[src/rtl/ccu_pkg.sv]
package ccu_pkg;
  typedef enum logic [1:0] {
    ST_IDLE,
    ST_READ,
    ST_DRAIN,
    ST_EVAL
  } ccu_state_e;
endpackage

[src/rtl/ccu_ref_bank.sv]
module ccu_ref_bank #(
  parameter int NUM_REFS = 8,
  parameter int DW       = 8,
  parameter int CW       = 3,
  localparam int IW      = $clog2(NUM_REFS)
) (
  input  logic                         clk_i,
  input  logic                         rst_ni,
  input  logic                         we_i,
  input  logic [IW-1:0]                idx_i,
  input  logic [DW-1:0]                data_i,
  output logic [NUM_REFS-1:0]          valid_o,
  output logic [NUM_REFS-1:0][CW-1:0]  col_o
);
  // only the disable flag (MSB) and the colour field are stored
  logic unused_data_bits;
  assign unused_data_bits = ^data_i[DW-2:CW];

  for (genvar i = 0; i < NUM_REFS; i++) begin : g_slot
    logic          off_q;
    logic [CW-1:0] col_q;
    always_ff @(posedge clk_i or negedge rst_ni) begin
      if (!rst_ni) begin
        off_q <= 1'b1;
        col_q <= '0;
      end else if (we_i && idx_i == IW'(i)) begin
        off_q <= data_i[DW-1];
        col_q <= data_i[CW-1:0];
      end
    end
    assign valid_o[i] = ~off_q;
    assign col_o[i]   = col_q;
  end
endmodule

[src/rtl/ccu_pixel_match.sv]
module ccu_pixel_match #(
  parameter int NUM_REFS = 8,
  parameter int CW       = 3
) (
  input  logic [CW-1:0]                col_i,
  input  logic [CW-1:0]                en_i,
  input  logic [NUM_REFS-1:0]          valid_i,
  input  logic [NUM_REFS-1:0][CW-1:0]  ref_i,
  output logic                         hit_o
);
  logic [NUM_REFS-1:0] eq;
  for (genvar i = 0; i < NUM_REFS; i++) begin : g_cmp
    assign eq[i] = valid_i[i] && ((ref_i[i] & en_i) == (col_i & en_i));
  end
  assign hit_o = |eq;
endmodule

[src/rtl/ccu_seq.sv]
module ccu_seq
  import ccu_pkg::*;
#(
  parameter int NPLANES = 3,
  parameter int PIX     = 8,
  localparam int PLW    = $clog2(NPLANES),
  localparam int CW     = $clog2(PIX > NPLANES ? PIX : NPLANES)
) (
  input  logic           clk_i,
  input  logic           rst_ni,
  input  logic           start_i,
  output logic           accept_o,
  output logic           busy_o,
  output logic           req_o,
  output logic [PLW-1:0] plane_o,
  output logic           cap_o,
  output logic [PLW-1:0] cap_plane_o,
  output logic           eval_o,
  output logic [CW-1:0]  pix_o,
  output logic           done_o
);
  localparam logic [CW-1:0] LAST_PL  = CW'(NPLANES - 1);
  localparam logic [CW-1:0] FIRST_PX = CW'(PIX - 1);

  ccu_state_e     state_q;
  logic [CW-1:0]  cnt_q;
  logic           cap_q;
  logic [PLW-1:0] cap_pl_q;
  logic           done_q;

  assign accept_o = (state_q == ST_IDLE) && start_i;

  always_ff @(posedge clk_i or negedge rst_ni) begin
    if (!rst_ni) begin
      state_q <= ST_IDLE;
      cnt_q   <= '0;
    end else begin
      unique case (state_q)
        ST_IDLE: if (start_i) begin
          state_q <= ST_READ;
          cnt_q   <= '0;
        end
        ST_READ: if (cnt_q == LAST_PL) begin
          state_q <= ST_DRAIN;
          cnt_q   <= '0;
        end else begin
          cnt_q <= cnt_q + 1'b1;
        end
        ST_DRAIN: begin
          state_q <= ST_EVAL;
          cnt_q   <= FIRST_PX;
        end
        ST_EVAL: if (cnt_q == '0) begin
          state_q <= ST_IDLE;
        end else begin
          cnt_q <= cnt_q - 1'b1;
        end
        default: state_q <= ST_IDLE;
      endcase
    end
  end

  // read data returns one cycle after the request
  always_ff @(posedge clk_i or negedge rst_ni) begin
    if (!rst_ni) begin
      cap_q    <= 1'b0;
      cap_pl_q <= '0;
      done_q   <= 1'b0;
    end else begin
      cap_q    <= (state_q == ST_READ);
      cap_pl_q <= cnt_q[PLW-1:0];
      done_q   <= (state_q == ST_EVAL) && (cnt_q == '0);
    end
  end

  assign busy_o      = (state_q != ST_IDLE);
  assign req_o       = (state_q == ST_READ);
  assign plane_o     = cnt_q[PLW-1:0];
  assign cap_o       = cap_q;
  assign cap_plane_o = cap_pl_q;
  assign eval_o      = (state_q == ST_EVAL);
  assign pix_o       = cnt_q;
  assign done_o      = done_q;
endmodule

[src/rtl/ccu_colour_compare.sv]
module ccu_colour_compare #(
  parameter int NUM_REFS = 8,
  parameter int PIX      = 8,
  parameter int NPLANES  = 3,
  parameter int AW       = 14,
  localparam int IW      = $clog2(NUM_REFS),
  localparam int PLW     = $clog2(NPLANES),
  localparam int CW      = $clog2(PIX > NPLANES ? PIX : NPLANES)
) (
  input  logic               clk_i,
  input  logic               rst_ni,
  input  logic               ref_we_i,
  input  logic [IW-1:0]      ref_idx_i,
  input  logic [PIX-1:0]     ref_data_i,
  input  logic [NPLANES-1:0] plane_off_i,
  input  logic               start_i,
  input  logic [AW-1:0]      addr_i,
  output logic               mem_req_o,
  output logic [PLW-1:0]     mem_plane_o,
  output logic [AW-1:0]      mem_addr_o,
  input  logic [PIX-1:0]     mem_rdata_i,
  output logic               done_o,
  output logic [PIX-1:0]     status_o
);
  logic                              accept, busy, cap, eval, hit;
  logic [PLW-1:0]                    cap_plane;
  logic [CW-1:0]                     pix;
  logic [NUM_REFS-1:0]               ref_valid;
  logic [NUM_REFS-1:0][NPLANES-1:0]  ref_col;
  logic [AW-1:0]                     addr_q;
  logic [NPLANES-1:0]                off_q;
  logic [NPLANES-1:0]                pix_col;
  logic [PIX-1:0]                    status_q;

  ccu_ref_bank #(.NUM_REFS(NUM_REFS), .DW(PIX), .CW(NPLANES)) u_refs (
    .clk_i   (clk_i),
    .rst_ni  (rst_ni),
    .we_i    (ref_we_i),
    .idx_i   (ref_idx_i),
    .data_i  (ref_data_i),
    .valid_o (ref_valid),
    .col_o   (ref_col)
  );

  ccu_seq #(.NPLANES(NPLANES), .PIX(PIX)) u_seq (
    .clk_i       (clk_i),
    .rst_ni      (rst_ni),
    .start_i     (start_i),
    .accept_o    (accept),
    .busy_o      (busy),
    .req_o       (mem_req_o),
    .plane_o     (mem_plane_o),
    .cap_o       (cap),
    .cap_plane_o (cap_plane),
    .eval_o      (eval),
    .pix_o       (pix),
    .done_o      (done_o)
  );

  always_ff @(posedge clk_i or negedge rst_ni) begin
    if (!rst_ni) begin
      addr_q <= '0;
      off_q  <= '0;
    end else if (accept) begin
      addr_q <= addr_i;
      off_q  <= plane_off_i;
    end
  end
  assign mem_addr_o = addr_q;

  // per-plane byte capture; colour bit p comes from plane p
  for (genvar p = 0; p < NPLANES; p++) begin : g_plane
    logic [PIX-1:0] byte_q;
    always_ff @(posedge clk_i or negedge rst_ni) begin
      if (!rst_ni)                                byte_q <= '0;
      else if (cap && cap_plane == PLW'(p))       byte_q <= mem_rdata_i;
    end
    assign pix_col[p] = byte_q[pix];
  end

  ccu_pixel_match #(.NUM_REFS(NUM_REFS), .CW(NPLANES)) u_match (
    .col_i   (pix_col),
    .en_i    (~off_q),
    .valid_i (ref_valid),
    .ref_i   (ref_col),
    .hit_o   (hit)
  );

  always_ff @(posedge clk_i or negedge rst_ni) begin
    if (!rst_ni)      status_q <= '0;
    else if (accept)  status_q <= '0;
    else if (eval)    status_q <= {status_q[PIX-2:0], hit};
  end
  assign status_o = status_q;
endmodule

[config.mk]
export PLATFORM = sky130hd
export DESIGN_NAME = ccu_colour_compare
export DESIGN_NICKNAME = d
export VERILOG_FILES = /design/src/rtl/ccu_pkg.sv /design/src/rtl/ccu_ref_bank.sv /design/src/rtl/ccu_pixel_match.sv /design/src/rtl/ccu_seq.sv /design/src/rtl/ccu_colour_compare.sv
export SDC_FILE = /design/constraint.sdc
export NUM_CORES = 1
export LEC_CHECK = 0
export BUFFER_PORTS_ARGS = -buffer_cell sky130_fd_sc_hd__buf_2
export CAP_MARGIN = 20
export CORE_UTILIZATION = 33
export DETAILED_ROUTE_END_ITERATION = 7
export GPL_TIMING_DRIVEN = 0
export PLACE_DENSITY = 0.51
export SLEW_MARGIN = 20
export SYNTH_ARGS = -nofsm -noshare
export SYNTH_HDL_FRONTEND = slang
export SYNTH_HIERARCHICAL = 1
export SYNTH_SLANG_ARGS = --single-unit
[constraint.sdc]
create_clock -name clk_i -period 2.2 [get_ports clk_i]
set_input_delay 0.44 -clock clk_i [delete_from_list [all_inputs] [get_ports clk_i]]
set_output_delay 0.44 -clock clk_i [all_outputs]
set_load 0.02 [all_outputs]
==> flow_summary.json <==
{
  "clk_pin_slew_worst_paths_ps": 60,
  "place_congestion": 0.756,
  "syn-num-nets": 365,
  "ios": 66,
  "ys.flop_type": "dfrtp_1",
  "clkPwrFrac_pct": 18.5,
  "dr_wl_met3_um": 341,
  "irDropWorstVdd_mv": 0.757,
  "core_region_area_sq_mm": 0.0128,
  "cts_buffer_depth": 2,
  "crit_required_ps": 2400,
  "wire_per_inst_um": 15.6,
  "fillers": 1218,
  "powerDensity_mw_per_mm2": 1510,
  "fin_nets": 440,
  "ant_nets": 0,
  "start_util_pct": 34.4,
  "drive_above_1_share_pct": 47.7,
  "syn-cell-area_sq_mm": 0.00439,
  "grt_use_total_pct": 13.6,
  "drc": 0,
  "tightest_slew_ps": 673,
  "rr_startpoint": "u_seq/pix_o[0]",
  "num_rows": 41,
  "overflow": 0,
  "cts_root_buffer": "clkbuf_16",
  "dr.pass1.iters": 4,
  "cts_tree": "done",
  "grt_max_degree": 55,
  "worstRegToRegCells": 10,
  "hold_ws_ps": -2.67,
  "power_frac_comb_pct": 46.9,
  "final-seq-area_sq_mm": 0.00226,
  "status": "finished, violations left",
  "die_h_um": 117,
  "syn_inst": 316,
  "skew_ps": 4.76,
  "routed_wl_um": 8880,
  "path_class": "reg -> reg",
  "area_growth_pct": 19.5,
  "crit_fanout": 8,
  "period_share_pct": 112,
  "hp-class": "in -> async",
  "r2r-end": "status_o[0]",
  "synth_area_leaders": "dfrtp_1, mux2_2, dfstp_2",
  "antenna_found_initial": 0,
  "vias": 2714,
  "multi_input_area_sq_mm": 0.00196,
  "fp.dieArea_sq_mm": 0.0138,
  "clkLatencyLatePin_ps": 340,
  "min_period_ps": 2470,
  "synth_top_area_share_pct": 46.8,
  "slew_headroom_pct": 54.9,
  "syn_avg_cell_area_sq_um": 13.9,
  "synth.largest_area_cell": "dfrtp_1",
  "cp-start-kind": "flop",
  "seq_area_frac_synth_pct": 51.5,
  "r2r_setup_slack_ps": -270,
  "die_w_um": 117,
  "rsz0062_at_grt": "true",
  "violations": "hold timing, setup timing",
  "yosysMostFrequentCell": "dfrtp_1",
  "wl_met1_um": 4210,
  "synth_top_cells_by_count": "dfrtp_1, mux2_2, xor2_1",
  "synth_edf_count": 0,
  "viasPerCell": 4.78,
  "wl_met2_um": 4210,
  "cts_buffers": 9,
  "endpoint_kind": "flop",
  "slew_violations": 0,
  "synthArstFlopShare_pct": 100,
  "grt_pass1_vias": 2753,
  "maxCapViolations": 0,
  "highest_layer": "met4",
  "synth_cell_types": 43,
  "io_buffers": 61,
  "clock-sinks": 90,
  "finalSetupViolations": 1,
  "ys.warnings.count": 6,
  "worstPathArrival_ps": 2680,
  "pwr-share-seq_pct": 34.6,
  "h-tree-depth": 3,
  "dp_hpwl_um": 6210,
  "synth-seq-cells": 90,
  "setup_tns_ps": -273,
  "grt_pass1_wl_um": 14500,
  "p_sw_mw": 2.91,
  "fmax_mhz": 404,
  "diodes": 0,
  "hold_viol": 2,
  "internal_power_mw": 5.03,
  "drt_iter0_markers": 106,
  "p_sw_share_pct": 36.7,
  "setup_slack_ps": -273,
  "power_leakage_nw": 2.39
}
[registers in the layout, indices dropped and copies added, names as in the netlist]
register / count
u_refs/g_slot.off_q: 8
u_seq/done_o: 1
u_seq/pix_o: 3
g_plane.byte_q: 24
mem_addr_o: 14
u_seq/cap_plane_o: 2
off_q: 3
u_seq/cap_o: 1
u_seq/state_q: 2
u_refs/g_slot.col_q: 24
status_o: 8
[worst max path at each step]
| stage | startpoint | end | cells after the start |
|---|---|---|---|
| 5_1_grt | u_seq/pix_o[0] | status_o[0] | 10 |
| 3_3_place_gp | u_seq/pix_o[0] | status_o[0] | 11 |
| 2_1_floorplan | u_seq/pix_o[0] | status_o[0] | 11 |
| 3_5_place_dp | u_seq/pix_o[0] | status_o[0] | 11 |
| 4_1_cts | u_seq/pix_o[0] | status_o[0] | 10 |
| 6_report | u_seq/pix_o[0] | status_o[0] | 10 |
[layout by cell type (no fill, tap or decap), types with 2 or more instances in the layout]
cell type / netlist / layout
clkbuf_16: 0 / 9
nor2_1: 8 / 8
nand3b_1: 3 / 3
and3_1: 2 / 2
mux2_4: 12 / 15
xor2_1: 24 / 23
a31oi_1: 2 / 2
nand4b_1: 3 / 3
and4bb_4: 3 / 3
a21boi_0: 3 / 3
nand4_1: 2 / 2
mux4_2: 0 / 6
nand2_1: 9 / 9
dfstp_2: 8 / 8
a22oi_1: 8 / 8
inv_1: 19 / 19
o21ai_0: 5 / 5
o21ai_1: 3 / 3
buf_4: 4 / 7
dfrtp_2: 0 / 2
ha_1: 9 / 9
a32oi_1: 4 / 4
dfrtp_1: 82 / 80
nand2b_1: 3 / 3
mux2i_1: 8 / 8
buf_2: 3 / 63
mux2_2: 62 / 59
clkinv_4: 0 / 2
buf_6: 3 / 2
[power by group through the flow]
stage          Clock (mW)  Sequential, mW  Combinational, mW
2_1_floorplan           0            2.92               2.63
3_3_place_gp            0            2.77               3.68
3_5_place_dp            0            2.79               3.74
4_1_cts              1.53            2.75               3.65
5_1_grt              1.61            2.84               4.07
6_report             1.47            2.74               3.73
[area by class of cell]
class	count	share of cell area, %
sequential	90	43.2
multi-input combinational	194	37.3
timing repair buffer	67	7.18
clock buffer	10	4.56
tap	172	4.10
buffer	10	1.36
inverter	19	1.36
clock inverter	6	0.954
[metal layers]
metal / vias up / track usage [%]
met3: 8 / 3.70
met5: - / 0
li1: 1272 / -
met4: 0 / 4.14
met1: 1388 / 17.6
met2: 46 / 22.0
[metrics by stage]
step	cells	util, %	total power, mW	setup slack (ps)	cell area (sq um)
3_3_place_gp	549	38.4	6.45	-439	4910
2_1_floorplan	316	-	5.56	-112	4390
5_1_grt	568	41.1	8.52	-412	5250
3_5_place_dp	550	38.7	6.53	-443	4940
6_report	568	41.1	7.94	-273	5250
4_1_cts	564	40.8	7.94	-318	5210
[cell families (layout without fill, tap and decap cells)]
logic type	Yosys count	in the layout	share of synthesized area, %
and+or+nand+nor	41	41	6.50
xor gates and xnor gates	24	24	4.79
buffers and inverters	32	112	3.76
DFF	90	90	51.5
adders and majority gates	9	9	2.57
muxes	89	89	25.7
AOI/OAI and AO/OA	31	31	5.16
[timing repair]
action	CTS	global route
pin swaps	1	2
endpoints found under the setup margin	1	2
hold buffers	0	0
endpoints found under the hold margin	0	0
setup buffers	1	4
resized for setup	2	2
[worst max-delay path, cell delays in order (launching register included)]
cell and delay (ps):
dfrtp_2 390, buf_8 140, mux4_2 510, mux2_4 370, buf_4 160, xor2_1 120, a22oi_1 100, a32oi_1 210
nand4_1 140, mux2i_1 150, nor2_1 50
(Power assumes the default switching activity.)
